**src/rtl/scrub_pkg.sv**
```systemverilog
package scrub_pkg;
  localparam int DATA_W = 32;
  localparam int CHK_W  = 6;
  localparam int CODE_W = 39;

  localparam logic [31:0] CRC_POLY = 32'h04C1_1DB7;
  localparam logic [31:0] CRC_SEED = 32'hFFFF_FFFF;

  typedef enum logic [1:0] {
    EV_NONE   = 2'd0,
    EV_CORR   = 2'd1,
    EV_UNCORR = 2'd2,
    EV_CRC    = 2'd3
  } ev_kind_e;

  // column code of data bit idx: idx-th value >= 3 that is not a power of two
  function automatic logic [5:0] col_code(input int idx);
    int k;
    logic [5:0] r;
    k = 0;
    r = '0;
    for (int v = 3; v < 64; v++) begin
      if ((v & (v - 1)) != 0) begin
        if (k == idx) r = 6'(v);
        k++;
      end
    end
    return r;
  endfunction

  function automatic logic [5:0] syndrome(input logic [CODE_W-1:0] cw);
    logic [5:0] s;
    s = '0;
    for (int i = 0; i < DATA_W; i++)
      if (cw[i]) s ^= col_code(i);
    for (int j = 0; j < CHK_W; j++)
      if (cw[DATA_W+j]) s[j] = ~s[j];
    return s;
  endfunction

  function automatic logic [CODE_W-1:0] encode(input logic [DATA_W-1:0] d);
    logic [CODE_W-1:0] cw;
    cw = {1'b0, 6'b0, d};
    cw[37:32] = syndrome(cw);
    cw[38] = ^cw[37:0];
    return cw;
  endfunction

  // 63 marks a syndrome that names no bit
  function automatic logic [5:0] syn_to_pos(input logic [5:0] s);
    logic [5:0] r;
    r = 6'd63;
    if (s == 6'd0) r = 6'd38;
    for (int j = 0; j < CHK_W; j++)
      if (s == 6'(1 << j)) r = 6'(DATA_W + j);
    for (int i = 0; i < DATA_W; i++)
      if (s == col_code(i)) r = 6'(i);
    return r;
  endfunction

  function automatic logic [31:0] crc32_word(input logic [31:0] c, input logic [31:0] d);
    logic [31:0] r;
    logic fb;
    r = c;
    for (int b = 31; b >= 0; b--) begin
      fb = r[31] ^ d[b];
      r = {r[30:0], 1'b0};
      if (fb) r ^= CRC_POLY;
    end
    return r;
  endfunction
endpackage

```
**src/rtl/scrub_tick.sv**
```systemverilog
module scrub_tick #(
  parameter int DIV = 4096,
  localparam int CW = (DIV > 2) ? $clog2(DIV) : 1
) (
  input  logic clk,
  input  logic rst_n,
  input  logic use_ext,
  input  logic ext_tick,
  output logic tick
);
  logic [CW-1:0] cnt;
  logic int_tick;

  assign int_tick = (cnt == CW'(DIV - 1));

  always_ff @(posedge clk) begin
    if (!rst_n)        cnt <= '0;
    else if (int_tick) cnt <= '0;
    else               cnt <= cnt + 1'b1;
  end

  assign tick = use_ext ? ext_tick : int_tick;
endmodule

```
**src/rtl/scrub_crc_acc.sv**
```systemverilog
module scrub_crc_acc
  import scrub_pkg::*;
(
  input  logic        clk,
  input  logic        rst_n,
  input  logic        clr,
  input  logic        en,
  input  logic [31:0] din,
  output logic [31:0] crc
);
  always_ff @(posedge clk) begin
    if (!rst_n || clr) crc <= CRC_SEED;
    else if (en)       crc <= crc32_word(crc, din);
  end
endmodule

```
**src/rtl/scrub_secded_dec.sv**
```systemverilog
module scrub_secded_dec
  import scrub_pkg::*;
(
  input  logic [CODE_W-1:0] cw,
  output logic [DATA_W-1:0] data_fix,
  output logic [CODE_W-1:0] cw_fix,
  output logic              err_single,
  output logic              err_double,
  output logic [5:0]        bit_pos
);
  logic [5:0] syn;
  logic       par;

  always_comb begin
    syn        = syndrome(cw);
    par        = ^cw;
    bit_pos    = syn_to_pos(syn);
    err_single = par && (bit_pos != 6'd63);
    err_double = (!par && (syn != 6'd0)) || (par && (bit_pos == 6'd63));
    cw_fix     = err_single ? (cw ^ (CODE_W'(1) << bit_pos)) : cw;
    data_fix   = cw_fix[DATA_W-1:0];
  end

  always_comb begin
    assert_one_kind_R3: assert (!(err_single && err_double));
  end
endmodule

```
**src/rtl/scrub_engine.sv**
```systemverilog
module scrub_engine
  import scrub_pkg::*;
#(
  parameter int FRAMES   = 8,
  parameter int WORDS    = 16,
  parameter int TICK_DIV = 4096,
  localparam int FW = (FRAMES > 2) ? $clog2(FRAMES) : 1,
  localparam int WW = (WORDS > 2) ? $clog2(WORDS) : 1,
  localparam int AW = $clog2(FRAMES * WORDS)
) (
  input  logic              clk,
  input  logic              rst_n,
  input  logic              use_ext_tick,
  input  logic              ext_tick,
  output logic              mem_rd,
  output logic              mem_wr,
  output logic [AW-1:0]     mem_addr,
  output logic [CODE_W-1:0] mem_wdata,
  input  logic [CODE_W-1:0] mem_rdata,
  output logic              mask_rd,
  output logic [AW-1:0]     mask_addr,
  output logic [5:0]        mask_bit,
  input  logic              mask_ess,
  output logic              ev_valid,
  input  logic              ev_ready,
  output logic [1:0]        ev_type,
  output logic [FW-1:0]     ev_frame,
  output logic [WW-1:0]     ev_word,
  output logic [5:0]        ev_bit,
  output logic              ev_essential,
  output logic              crit_alarm,
  output logic              heartbeat,
  input  logic              inj_valid,
  output logic              inj_ready,
  input  logic [FW-1:0]     inj_frame,
  input  logic [WW-1:0]     inj_word,
  input  logic [5:0]        inj_bit
);
  typedef enum logic [3:0] {
    S_IDLE, S_INJ_RD, S_INJ_WR, S_RD, S_CHK, S_MASK,
    S_FIX, S_EVT, S_NEXT, S_PASS, S_DONE
  } st_e;

  st_e               state;
  logic [FW-1:0]     frame_q;
  logic [WW-1:0]     word_q;
  logic              tick_pend;
  logic [FW-1:0]     inj_f;
  logic [WW-1:0]     inj_w;
  logic [5:0]        inj_b;
  logic [CODE_W-1:0] cw_q;
  logic [5:0]        pos_q;
  logic              evt_pass;
  logic [31:0]       ref_q;
  logic              ref_ok;
  ev_kind_e          ev_kind_q;

  // named internal events
  logic              tick;
  logic              frame_start;
  logic              inj_accept;
  logic              inj_wr_fire;
  logic              last_word;
  logic              last_frame;
  logic [AW-1:0]     cur_addr;
  logic [AW-1:0]     inj_addr;

  logic [DATA_W-1:0] dec_data;
  logic [CODE_W-1:0] dec_cw;
  logic              dec_single;
  logic              dec_double;
  logic [5:0]        dec_pos;
  logic [31:0]       crc_now;

  scrub_tick #(.DIV(TICK_DIV)) u_tick (
    .clk(clk), .rst_n(rst_n), .use_ext(use_ext_tick),
    .ext_tick(ext_tick), .tick(tick)
  );

  scrub_secded_dec u_dec (
    .cw(mem_rdata), .data_fix(dec_data), .cw_fix(dec_cw),
    .err_single(dec_single), .err_double(dec_double), .bit_pos(dec_pos)
  );

  scrub_crc_acc u_crc (
    .clk(clk), .rst_n(rst_n), .clr(state == S_PASS),
    .en(state == S_CHK), .din(dec_data), .crc(crc_now)
  );

  assign cur_addr    = AW'(frame_q) * AW'(WORDS) + AW'(word_q);
  assign inj_addr    = AW'(inj_f) * AW'(WORDS) + AW'(inj_w);
  assign last_word   = (word_q == WW'(WORDS - 1));
  assign last_frame  = (frame_q == FW'(FRAMES - 1));
  assign inj_ready   = (state == S_IDLE);
  assign inj_accept  = inj_ready && inj_valid;
  assign frame_start = inj_ready && !inj_valid && tick_pend;
  assign inj_wr_fire = (state == S_INJ_WR);

  assign mem_rd    = (state == S_RD) || (state == S_INJ_RD);
  assign mem_wr    = (state == S_FIX) || inj_wr_fire;
  assign mem_addr  = ((state == S_INJ_RD) || inj_wr_fire) ? inj_addr : cur_addr;
  assign mem_wdata = inj_wr_fire ? (mem_rdata ^ (CODE_W'(1) << inj_b)) : cw_q;
  assign mask_rd   = (state == S_MASK);
  assign mask_addr = cur_addr;
  assign mask_bit  = pos_q;
  assign ev_valid  = (state == S_EVT);
  assign ev_type   = ev_kind_q;

  always_ff @(posedge clk) begin
    if (!rst_n)           tick_pend <= 1'b0;
    else if (tick)        tick_pend <= 1'b1;
    else if (frame_start) tick_pend <= 1'b0;
  end

  always_ff @(posedge clk) begin
    if (!rst_n) begin
      state        <= S_IDLE;
      frame_q      <= '0;
      word_q       <= '0;
      inj_f        <= '0;
      inj_w        <= '0;
      inj_b        <= '0;
      cw_q         <= '0;
      pos_q        <= '0;
      evt_pass     <= 1'b0;
      ref_q        <= '0;
      ref_ok       <= 1'b0;
      ev_kind_q    <= EV_NONE;
      ev_frame     <= '0;
      ev_word      <= '0;
      ev_bit       <= '0;
      ev_essential <= 1'b0;
      crit_alarm   <= 1'b0;
      heartbeat    <= 1'b0;
    end else begin
      crit_alarm <= 1'b0;
      unique case (state)
        S_IDLE: begin
          if (inj_accept) begin
            inj_f <= inj_frame;
            inj_w <= inj_word;
            inj_b <= inj_bit;
            state <= S_INJ_RD;
          end else if (frame_start) begin
            state <= S_RD;
          end
        end
        S_INJ_RD: state <= S_INJ_WR;
        S_INJ_WR: state <= S_IDLE;
        S_RD:     state <= S_CHK;
        S_CHK: begin
          cw_q  <= dec_cw;
          pos_q <= dec_pos;
          if (dec_single) begin
            state <= S_MASK;
          end else if (dec_double) begin
            ev_kind_q    <= EV_UNCORR;
            ev_frame     <= frame_q;
            ev_word      <= word_q;
            ev_bit       <= '0;
            ev_essential <= 1'b1;
            crit_alarm   <= 1'b1;
            evt_pass     <= 1'b0;
            state        <= S_EVT;
          end else begin
            state <= S_NEXT;
          end
        end
        S_MASK: state <= S_FIX;
        S_FIX: begin
          ev_kind_q    <= EV_CORR;
          ev_frame     <= frame_q;
          ev_word      <= word_q;
          ev_bit       <= pos_q;
          ev_essential <= mask_ess;
          crit_alarm   <= mask_ess;
          evt_pass     <= 1'b0;
          state        <= S_EVT;
        end
        S_EVT: begin
          if (ev_ready) state <= evt_pass ? S_DONE : S_NEXT;
        end
        S_NEXT: begin
          if (last_word) begin
            word_q <= '0;
            if (last_frame) begin
              state <= S_PASS;
            end else begin
              frame_q <= frame_q + 1'b1;
              state   <= S_DONE;
            end
          end else begin
            word_q <= word_q + 1'b1;
            state  <= S_RD;
          end
        end
        S_PASS: begin
          frame_q <= '0;
          if (!ref_ok) begin
            ref_q  <= crc_now;
            ref_ok <= 1'b1;
            state  <= S_DONE;
          end else if (crc_now != ref_q) begin
            ev_kind_q    <= EV_CRC;
            ev_frame     <= '0;
            ev_word      <= '0;
            ev_bit       <= '0;
            ev_essential <= 1'b1;
            crit_alarm   <= 1'b1;
            evt_pass     <= 1'b1;
            state        <= S_EVT;
          end else begin
            state <= S_DONE;
          end
        end
        S_DONE: begin
          heartbeat <= ~heartbeat;
          state     <= S_IDLE;
        end
        default: state <= S_IDLE;
      endcase
    end
  end

  // ---------------- assertions ----------------
  assert_port_excl_R2: assert property (@(posedge clk) disable iff (!rst_n)
    !(mem_rd && mem_wr));

  assert_crc_after_ref_R5: assert property (@(posedge clk) disable iff (!rst_n)
    (ev_valid && ev_type == EV_CRC) |-> ref_ok);

  assert_hb_frame_end_R6: assert property (@(posedge clk) disable iff (!rst_n)
    (heartbeat != $past(heartbeat)) |-> $past(state == S_DONE));

  assert_fix_after_mask_R8: assert property (@(posedge clk) disable iff (!rst_n)
    (mem_wr && !inj_wr_fire) |-> $past(mask_rd));

  assert_crit_pulse_R8: assert property (@(posedge clk) disable iff (!rst_n)
    crit_alarm |-> (ev_valid && ev_essential));

  assert_evt_hold_R9: assert property (@(posedge clk) disable iff (!rst_n)
    (ev_valid && !ev_ready) |=> (ev_valid && $stable(ev_type) && $stable(ev_frame)
                                 && $stable(ev_word) && $stable(ev_bit)
                                 && $stable(ev_essential)));

  assert_inj_between_R10: assert property (@(posedge clk) disable iff (!rst_n)
    inj_wr_fire |-> ($past(inj_ready, 2) && word_q == '0));
endmodule

```
**config.mk**
```make
export PLATFORM = sky130hd
export DESIGN_NAME = scrub_engine
export DESIGN_NICKNAME = d
export VERILOG_FILES = /design/src/rtl/scrub_pkg.sv /design/src/rtl/scrub_tick.sv /design/src/rtl/scrub_crc_acc.sv /design/src/rtl/scrub_secded_dec.sv /design/src/rtl/scrub_engine.sv
export SDC_FILE = /design/constraint.sdc
export NUM_CORES = 1
export LEC_CHECK = 0
export BUFFER_PORTS_ARGS = -buffer_cell sky130_fd_sc_hd__clkbuf_2
export CORE_MARGIN = 3
export CORE_UTILIZATION = 58
export DETAILED_ROUTE_END_ITERATION = 12
export PLACE_DENSITY_LB_ADDON = 0.1
export SLEW_MARGIN = 20
export SYNTH_ARGS = -nofsm -noshare
export SYNTH_HDL_FRONTEND = slang
export SYNTH_SLANG_ARGS = --single-unit
```
**constraint.sdc**
```tcl
create_clock -name clk -period 10.05 [get_ports clk]
set_input_delay 3.015 -clock clk [delete_from_list [all_inputs] [get_ports clk]]
set_output_delay 3.015 -clock clk [all_outputs]
set_load 0.03 [all_outputs]
```
# After elaboration in Yosys (flattened, before gate mapping)
# Cells that the tools add are included.
[totals] regBits=166 latch_bits=0 ram_bits=0 rom_bits=0 in_bits=59 output_inout_bits=82 wordCells=7615 n_memories=0
[op_classes] add_sub_neg=1765 multipliers=0 n_div=0 magnitude_cmp=0 eq_ne=1798 shifts=2 mux=3840 bitwise=106 reduce_logical=83
[ops] op="$mux 32" n=1854
[ops] op="$add 32x2->32 const B" n=1760
[ops] op="$eq 32x6->1 const B" n=896
[ops] op="$eq 32x5->1 const B" n=448
[ops] op="$mux 6" n=1616
[ops] op="$eq 32x4->1 const B" n=224
[ops] op="$eq 32x3->1 const B" n=112
[ops] op="$eq 32x2->1 const B" n=56
[ops] op="$logic_not 32->1" n=56
[ops] op="$mux 27" n=32
[ops] op="$mux 5" n=131
[ops] op="$not 14->14" n=32
[ops] op="$mux 4" n=102
[ops] op="$mux 3" n=68
[ops] op="$xor 6x6->6" n=31
[ops] op="$eq 6x5->1 const B" n=16
[ops] op="$mux 39" n=2
[ops] op="$shl 1x6->39 const A" n=2
[ops] op="$xor 39x39->39" n=2
[ops] op="$eq 6x4->1 const B" n=8
[ops] op="$eq 6x6->1 const B" n=8
[ops] op="$reduce_xor 39->1" n=1
[ops] op="$pmux 4 s9" n=1
[ops] op="$ne 32x32->1" n=1
[ops] op="40 further kinds" n=135

# Depth between registers and ports, before layout
# Gate-level depths: netlist (run 1).
[logic_depth] ltp_word=347 mapped_depth=21 ltp_nobuf=16

# Hierarchy
# From an unflattened synthesis (run 1), not the netlist that was laid out.
[unflattened] hier_cells=1593 hier_area_um2=13359.1
[by_module_without_submodules] mod="scrub_engine" instances=1 cells_each=834 area_per_inst_um2=6125.9 seq_area_each_um2=2442.3
[by_module_without_submodules] mod="scrub_crc_acc" instances=1 cells_each=377 area_per_inst_um2=4280.4 seq_area_each_um2=640.6
[by_module_without_submodules] mod="scrub_secded_dec" instances=1 cells_each=321 area_per_inst_um2=2399.8 seq_area_each_um2=0.0
[by_module_without_submodules] mod="scrub_tick" instances=1 cells_each=61 area_per_inst_um2=553.0 seq_area_each_um2=240.2

# Worst setup path before layout (run 1)
# Ideal clock, no wire load.
[synth_path] path_type="input -> register" start="input mem_rdata[31]" end="register u_crc.crc[23]" setup_time_ns=0.128 arrival_ns=8.736 t_required_ns=9.922 setup_slack_ns=1.186 path_stages=18 n_path_buf=2 path_cell_list="clkbuf_1 xnor3_2 xnor3_2 xnor2_1 xnor3_2 or4_4 or4_4 xnor2_4 xnor2_1 xnor3_1 xnor3_1 xor3_2 xnor3_1 buf_6 xor2_4 xor3_1 nor2_1 o21ai_1"
[synth_via] elab_chain_cells=149 word_cells_on_any_way=242 cone_classes="eq/ne: 39; shift: 1; mux: 141; bitwise: 58; reduce/logical: 3"
[synth_rtl] item="start, declared" line="scrub_engine.sv:19" rtl="input logic [CODE_W-1:0] mem_rdata,"
[synth_rtl] item="$mux 6"
[synth_rtl] item="$not 1->1"
[synth_rtl] item="$mux 1"
[synth_rtl] item="$logic_not 6->1"
[synth_rtl] item="$mux 5 (7 in series)"
[synth_rtl] item="$mux 6 (32 in series)"
[synth_rtl] item="$ne 6x6->1 or $shl 1x6->39 (tied branches)"
[synth_rtl] item="$logic_and 1x1->1 or $xor 39x39->39 (tied branches)"
[synth_rtl] item="(+93 left out)"
[synth_rtl] item="$mux 32, on equally long branches (2 in series)"
[synth_rtl] item="$mux 27 or $mux 32 (tied branches)"
[synth_rtl] item="$mux 32 (2 in series)"
[synth_rtl] item="$not 14->14 (no line) (tied with other cells)"
[synth_rtl] item="$mux 27 or $mux 32 (tied branches)"
[synth_rtl] item="$mux 32 (2 in series)"
[synth_rtl] item="$not 14->14 (no line) or $xor 1x1->1 (tied branches)"
[synth_rtl] item="$mux 27 (*)"
[synth_rtl] item="end signal, assigned" line="scrub_crc_acc.sv:13" rtl="else if (en) crc <= crc32_word(crc, din);"
[synth_rtl] item="end, declared" line="scrub_crc_acc.sv:9" rtl="output logic [31:0] crc"
# Every way passes the cells marked *; elsewhere a longest branch is shown, timed or not. The select of a mux whose other input is x is not followed.
# A chain may end at the register's enable or synchronous reset.

# Final worst setup path (run 1)
[layout_path] start="input mem_rdata[29]" end="register u_crc.crc[16]"
[layout_via] elab_chain_cells=153 word_cells_on_any_way=250 cone_classes="eq/ne: 39; shift: 1; mux: 143; bitwise: 64; reduce/logical: 3"
[layout_rtl] item="$mux 6"
[layout_rtl] item="$xor 6x6->6"
[layout_rtl] item="$mux 6"
[layout_rtl] item="$xor 6x6->6"
[layout_rtl] item="$mux 6"
[layout_rtl] item="$not 1->1"
[layout_rtl] item="$mux 1"
[layout_rtl] item="$logic_not 6->1"
[layout_rtl] item="(+134 left out)"
[layout_rtl] item="$mux 27 or $mux 32 (tied branches)"
[layout_rtl] item="$mux 32 (2 in series)"
[layout_rtl] item="$mux 27 or $mux 32 (tied branches)"
[layout_rtl] item="$mux 32, on equally long branches (2 in series)"
[layout_rtl] item="$mux 27 or $mux 32 (tied branches)"
[layout_rtl] item="$mux 32 (2 in series)"
[layout_rtl] item="$not 14->14 (no line) or $xor 1x1->1 (tied branches)"
[layout_rtl] item="$mux 27 (*)"
# Marked as above.

==> run_results.csv, run 1 <==
group,metric,value,unit
outcome,outcome,"completed",
final_layout,regArea,3320,sq um
global_route,use_met2,58.3,%
setup_path,criticalPathCategory,"primary input to register",
clock_tree,clockBufferDepth,2,
placement,io_buffers,140,
timing,rsz0062_at_grt,"false",
setup_path,end_kind,"register",
setup_path,r2r-end,"u_crc.crc[13]$_SDFFE_PP1P_",
global_route,antenna_found_initial,1,
yosys,synthMuxAreaShare,0.741,%
die,num_io_pins,141,
clock_tree,clkSlewWorstSetupHoldPaths,0.08,ns
final_layout,syn_to_final_growth,12.1,%
die,start_util,59.3,%
yosys,synth.distinct_cells,73,
setup_path,ff2ff_setup_slack,5.39,ns
die,die_area,25200,sq um
placement,routabilityCongestion,1.12,
setup_path,required,10.40,ns
setup_path,reg2reg_from,"u_crc.crc[24]$_SDFFE_PP1P_",
yosys,synth_simple_gate_area_share,17.7,%
worst_hold_path,min_to,"ev_essential$_SDFFE_PN0P_",
routing,drtIter0Drc,1373,
yosys,synth_xor_area_share,41.2,%
routing,drt_first_pass_iters,5,
timing,slew_viol_final,0,
yosys,synthCells,1564,
global_route,grt_use_met3,7.04,%
yosys,synth-compound-area-share,12.0,%
yosys,synth_adder_area_share,0.444,%
yosys,synth.cell_area,13500,sq um
global_route,grt_max_degree,94,
clock_tree,cts_inserted_buffers,17,
routing,route.detailed.drc,0,
global_route,first_global_vias,10899,
clock_tree,cts_hold_buffers,0,
die,rows,55,
global_route,met1_usage,45.3,%
routing,wl,44700,um
yosys,syn_avg_cell_area,8.64,sq um
clock_tree,clk_latency,0.43,ns
global_route,grt-ovfl-total,0,
global_route,grt_pass1_wl,66200,um
clock_tree,root_buffer,"clkbuf_16",
global_route,grt.busiest_layer,"met2",
clock_tree,cts-resized-gates,0,
final_layout,final_layout_size_suffix_gt1_share,16.8,%
yosys,ys_async_sr_fraction,0,%
routing,avgViaCountPerCell,5.89,
yosys,yosys_register_bits,166,
final_layout,n_fill_cell,1972,
timing,final.setup_skew,0.0141,ns
yosys,ys.flop_type,"dfxtp_1",
yosys,synthesis.nets,1627,
routing,wl_per_cell,22.5,um
final_layout,multi_input_area,9760,sq um
clock_tree,clock-sinks,166,
timing,period_share,95.0,%
placement,dp_hpwl,35300,um
timing,finalSetupViolCount,0,
setup_path,arrival,9.90,ns
routing,vias,11705,
worst_hold_path,worstHoldStart,"ev_essential$_SDFFE_PN0P_",
timing,fmax,105,MHz
routing,postRouteAntennaNets,0,
setup_path,rr_worst_depth,10,
clock_tree,postCtsSetupRepairBufs,0,
yosys,synth-warning-count,0,
timing,finalSetupTns,0,ns
flow_run,drv_cap,0,
setup_path,path_max_fanout,15,
die,core,22800,sq um
setup_path,critPathLaunchType,"primary input",
yosys,ys_seq_area_share,24.6,%
timing,worst_slew_pin_slew,1.04,ns
timing,hold_viol,0,
die,die_h,159,um
timing,period_minus_slack,9.55,ns
final_layout,layout.nets,1725,
timing,max-slew-margin-rel,29.9,%
die,die_width,159,um
worst_hold_path,hold_depth,2,
yosys,synth_edf_count,0,
worst_hold_path,hold_path.class,"register to register",
yosys,synth_top_family_by_area,"XOR/XNOR gates",
clock_tree,cts_tree,"yes",
final_layout,antenna_cells,0,
clock_tree,htree_levels,4,
global_route,grtUsageTotal,35.2,%
==> sequential cells by signal (all words and copies together), names as in the netlist <==
| name | flops |
|---|---|
| ev_frame | 3 |
| state | 4 |
| heartbeat | 1 |
| ref_q | 32 |
| mask_bit | 6 |
| word_q | 4 |
| evt_pass | 1 |
| inj_w | 4 |
| u_crc.crc | 32 |
| frame_q | 3 |
| inj_b | 6 |
| inj_f | 3 |
| ev_type | 2 |
| tick_pend | 1 |
| ev_word | 4 |
| ev_bit | 6 |
| u_tick.cnt | 12 |
| crit_alarm | 1 |
| ref_ok | 1 |
| cw_q | 39 |
| ev_essential | 1 |
==> synth_stat cells, types with 3 or more instances <==
library cell  instances  area [sq um]
xor2_1              111           972
o21ai_1               4          20.0
dfxtp_1             166          3320
inv_1                 7          26.3
o221ai_1              3          26.3
nand2b_1             11          68.8
xnor3_2               8           190
nor3b_1               5          37.5
or3_1                 3          18.8
nor2b_1               7          43.8
xnor2_4               4           110
nand2_1             201           754
nor4_1               10          62.6
o211ai_1             22           165
xnor2_1             258          2260
nor3_1               31           155
o22ai_1               4          25.0
a211oi_1             37           278
buf_2                 8          40.0
and3_1               11          68.8
a21oi_1             135           676
xor3_1               15           357
xor3_2                5           125
or2_2                 7          43.8
o21ai_0              24           120
xnor2_2               8           130
xnor3_1              60          1350
nor2_1              185           694
nand4_1              19           119
clkbuf_1             91           342
mux2_2                8          90.1
buf_1                 6          22.5
ha_1                  4          50.1
a22oi_1               9          67.6
nand3_1              24           120
==> worst max-delay path, cell delays in order <==
cell and delay (ns):
clkbuf_2 0.19, xnor3_2 0.52, xnor3_2 0.64, xnor2_1 0.17, xnor3_2 0.55, or4_4 0.52
nor3_1 0.56, xnor2_1 0.46, xnor2_2 0.54, xor3_2 0.65, xnor3_1 0.29, xnor3_2 0.37
xnor3_1 0.49, buf_4 0.23, xor2_1 0.27, xnor2_1 0.17, nor2_1 0.06, o21ai_0 0.20
==> cells in the final DEF (no fill, tap or decap), types with 17 or more instances in the layout <==
cell / Yosys / layout
a211oi_1: 37 / 37
a21oi_1: 135 / 135
buf_4: 0 / 47
clkbuf_16: 0 / 17
clkbuf_2: 2 / 140
dfxtp_1: 166 / 166
nand2_1: 201 / 201
nand3_1: 24 / 24
nand4_1: 19 / 19
nor2_1: 185 / 183
nor3_1: 31 / 31
o211ai_1: 22 / 22
o21ai_0: 24 / 24
xnor2_1: 258 / 258
xnor3_1: 60 / 60
xor2_1: 111 / 111
==> layout make-up <==
class                      count  share of cell area, %
inverter                       8                  0.215
multi-input combinational   1282                   64.4
clock inverter                14                   1.02
timing repair buffer         187                   6.95
clock buffer                  18                   2.90
tap                          313                   2.58
sequential                   166                   21.9
==> worst max-delay path by stage <==
stage / end / slack, ns / start / cells past startpoint
final: u_crc.crc[16]$_SDFFE_PP1P_ / 0.50 / mem_rdata[29] / 18
after global routing: u_crc.crc[23]$_SDFFE_PP1P_ / 0.41 / mem_rdata[29] / 17
after CTS: u_crc.crc[23]$_SDFFE_PP1P_ / 0.63 / mem_rdata[29] / 17
after detailed placement: u_crc.crc[23]$_SDFFE_PP1P_ / 0.19 / mem_rdata[29] / 17
after global placement: u_crc.crc[23]$_SDFFE_PP1P_ / 0.16 / mem_rdata[29] / 17
after floorplan: u_crc.crc[23]$_SDFFE_PP1P_ / 1.19 / mem_rdata[31] / 18
==> per-stage QoR <==
stage / hold WS [ns] / util [%] / area (sq um) / std cells / worst slack, ns
6_report: 0.456 / 66.5 / 15200 / 1988 / 0.505
5_1_grt: 0.472 / 66.5 / 15200 / 1988 / 0.413
4_1_cts: 0.457 / 66.5 / 15200 / 1988 / 0.634
3_5_place_dp: 0.445 / 63.9 / 14600 / 1956 / 0.193
3_3_place_gp: 0.437 / 63.9 / 14600 / 1956 / 0.165
2_1_floorplan: 0.434 / - / 13500 / 1564 / 1.19
==> cell families after synthesis <==
logic type                 after synthesis
muxes                                    9
AOI/OAI and AO/OA                      265
DFF                                    166
adders and majority gates                5
xor gates and xnor gates               472
buffers and inverters                  116
and+or+nand+nor                        531
==> routing by layer <==
layer	part of all wire (%)	up-vias	routed length [um]
met2	47	565	20900
li1	-	5493	-
met4	4.1	2	1810
met5	0.029	-	13
met1	41	5541	18100
met3	8.4	104	3750
Power of run 1 is left out: the tool's default activity adds up to more than one toggle a clock period on the data nets, which glitch-free logic cannot reach.
==> run 2: changes to the inputs <==
--- a/config.mk
+++ b/config.mk
@@ -5,10 +5,10 @@
 export SDC_FILE = /design/constraint.sdc
 export NUM_CORES = 1
 export LEC_CHECK = 0
-export BUFFER_PORTS_ARGS = -buffer_cell sky130_fd_sc_hd__clkbuf_2
-export CORE_MARGIN = 3
+export CORE_MARGIN = 4
 export CORE_UTILIZATION = 58
 export DETAILED_ROUTE_END_ITERATION = 12
+export DONT_BUFFER_PORTS = 1
 export PLACE_DENSITY_LB_ADDON = 0.1
 export SLEW_MARGIN = 20
 export SYNTH_ARGS = -nofsm -noshare
==> constraint.sdc (replaced) <==
create_clock -name clk -period 8.67 [get_ports clk]
set_input_delay 2.601 -clock clk [delete_from_list [all_inputs] [get_ports clk]]
set_output_delay 2.601 -clock clk [all_outputs]
set_load 0.03 [all_outputs]
==> run 2 against run 1 <==
  * Clock skew grew 0.0095 ns
  * Global-route usage fell by 0.91 points
  * Sequential share of layout area increased by 0.45 points
  * Critical path depth decreased by 2
  * Design area fell by 2.0%
  * Worst setup slack got worse by 0.11 ns
  * Register-to-register slack got worse by 0.98 ns
  * Critical path type unchanged
  * Highest routed layer is now met4
==> run_results.csv, run 2 (synthesis results as in run 1) <==
group,metric,value,unit
routing,route.detailed.drc,0,
timing,slew_viol_final,0,
setup_path,arrival,8.58,ns
routing,vias,11354,
placement,io_buffers,0,
outcome,outcome,"completed",
setup_path,criticalPathCategory,"primary input to register",
global_route,first_global_vias,10687,
final_layout,antenna_cells,0,
global_route,grt_pass1_wl,67700,um
clock_tree,postCtsSetupRepairBufs,0,
final_layout,syn_to_final_growth,9.84,%
die,die_area,25800,sq um
final_layout,n_fill_cell,1984,
die,die_h,161,um
setup_path,critPathLaunchType,"primary input",
die,start_util,59.3,%
timing,period_share,95.5,%
timing,period_minus_slack,8.28,ns
timing,finalSetupViolCount,0,
die,core,22800,sq um
clock_tree,clk_latency,0.45,ns
die,die_width,161,um
timing,hold_viol,0,
placement,routabilityCongestion,1.04,
routing,drtIter0Drc,1174,
routing,avgViaCountPerCell,5.98,
routing,postRouteAntennaNets,0,
final_layout,final_layout_size_suffix_gt1_share,12.1,%
setup_path,required,8.97,ns
global_route,grt_max_degree,94,
clock_tree,htree_levels,4,
routing,met1Wirelength,18300,um
routing,route.met2.wl,20900,um
routing,drt_first_pass_iters,6,
timing,final.setup_skew,0.0236,ns
timing,max-slew-margin-rel,29.0,%
clock_tree,clock-sinks,166,
clock_tree,cts_inserted_buffers,17,
die,num_io_pins,141,
final_layout,regMostFlops,"cw_q",
flow_run,drv_cap,0,
worst_hold_path,hold_path.class,"register to register",
timing,fmax,121,MHz
clock_tree,clockBufferDepth,2,
clock_tree,cts_tree,"yes",
timing,finalSetupTns,0,ns
routing,wl_met3,3720,um
global_route,grt-ovfl-total,0,
timing,worst_slew_pin_slew,1.07,ns
die,rows,55,
setup_path,path_max_fanout,5,
final_layout,top_regs,"cw_q: 39 flops, ref_q: 32 flops, u_crc.crc: 32 flops",
routing,wl_per_cell,23.6,um
final_layout,final_cell_mix,"xnor2_1 (258), nand2_1 (201), nor2_1 (183)",
final_layout,layout.nets,1635,
final_layout,largest_reg_flops,39,
clock_tree,root_buffer,"clkbuf_16",
routing,wl,44800,um
placement,dp_hpwl,35100,um
clock_tree,cts-resized-gates,0,
clock_tree,clkSlewWorstSetupHoldPaths,0.07,ns
global_route,antenna_found_initial,0,
timing,rsz0062_at_grt,"false",
routing,maxUsedRoutingLayer,"met4",
global_route,grtUsageTotal,34.3,%
setup_path,end_kind,"register",
clock_tree,cts_hold_buffers,0,
final_layout,final_common_cell,"xnor2_1",
[run 2: changes by cell type in the layout (fill, tap and decap cells not counted), sizes merged]
cell    before  now
buf         47   97
clkbuf     158   18
inv         14   17
clkinv       6    3
[run 2: cell type report]
class	instances	area (sq um)	share of cell area, %
multi-input combinational	1282	9760	65.7
timing repair buffer	97	753	5.07
tap	313	392	2.64
clock inverter	14	148	0.995
inverter	8	32.5	0.219
sequential	166	3320	22.4
clock buffer	18	439	2.96
[run 2: metrics by stage]
step	utilization, %	hold WS, ns	area (sq um)	instances	worst slack, ns
after global placement	62.6	0.439	14300	1866	0.0256
after floorplan	-	0.434	13500	1564	0.220
final	65.2	0.455	14800	1898	0.394
after CTS	65.2	0.457	14800	1898	0.498
after detailed placement	62.6	0.448	14300	1866	0.0781
after global routing	65.2	0.482	14800	1898	0.240
[run 2: worst paths after layout]
kind	start	endpoint	slack, ns	cells after the start
worst max register to register	u_crc.crc[25]$_SDFFE_PP1P_	u_crc.crc[16]$_SDFFE_PP1P_	4.41	13
worst min register to register	inj_w[2]$_SDFFE_PN0P_	inj_w[2]$_SDFFE_PN0P_	0.45	2
worst max-delay path	mem_rdata[22]	u_crc.crc[23]$_SDFFE_PP1P_	0.39	16
worst min-delay path	inj_w[2]$_SDFFE_PN0P_	inj_w[2]$_SDFFE_PN0P_	0.45	2
[run 2: routing by layer]
metal  global-route usage, %  up-vias
li1                        -     5308
met1                    44.4     5392
met2                    56.1      540
met3                    7.29      114
met4                    13.7        0
met5                       0        -
[run 2: critical path, cell delays in order]
cell and delay [ns]:
xnor3_1 0.42, xor2_1 0.37, xor2_1 0.37, xor2_1 0.29, or4_4 0.67, nor3_1 0.66
xnor2_1 0.45, xnor2_2 0.25, xor3_2 0.57, xnor3_1 0.30, xnor3_2 0.31, xnor3_1 0.47
xor2_4 0.25, xor3_1 0.44, nor2_1 0.09, o21ai_1 0.07
Power of run 2 is left out for the same reason.
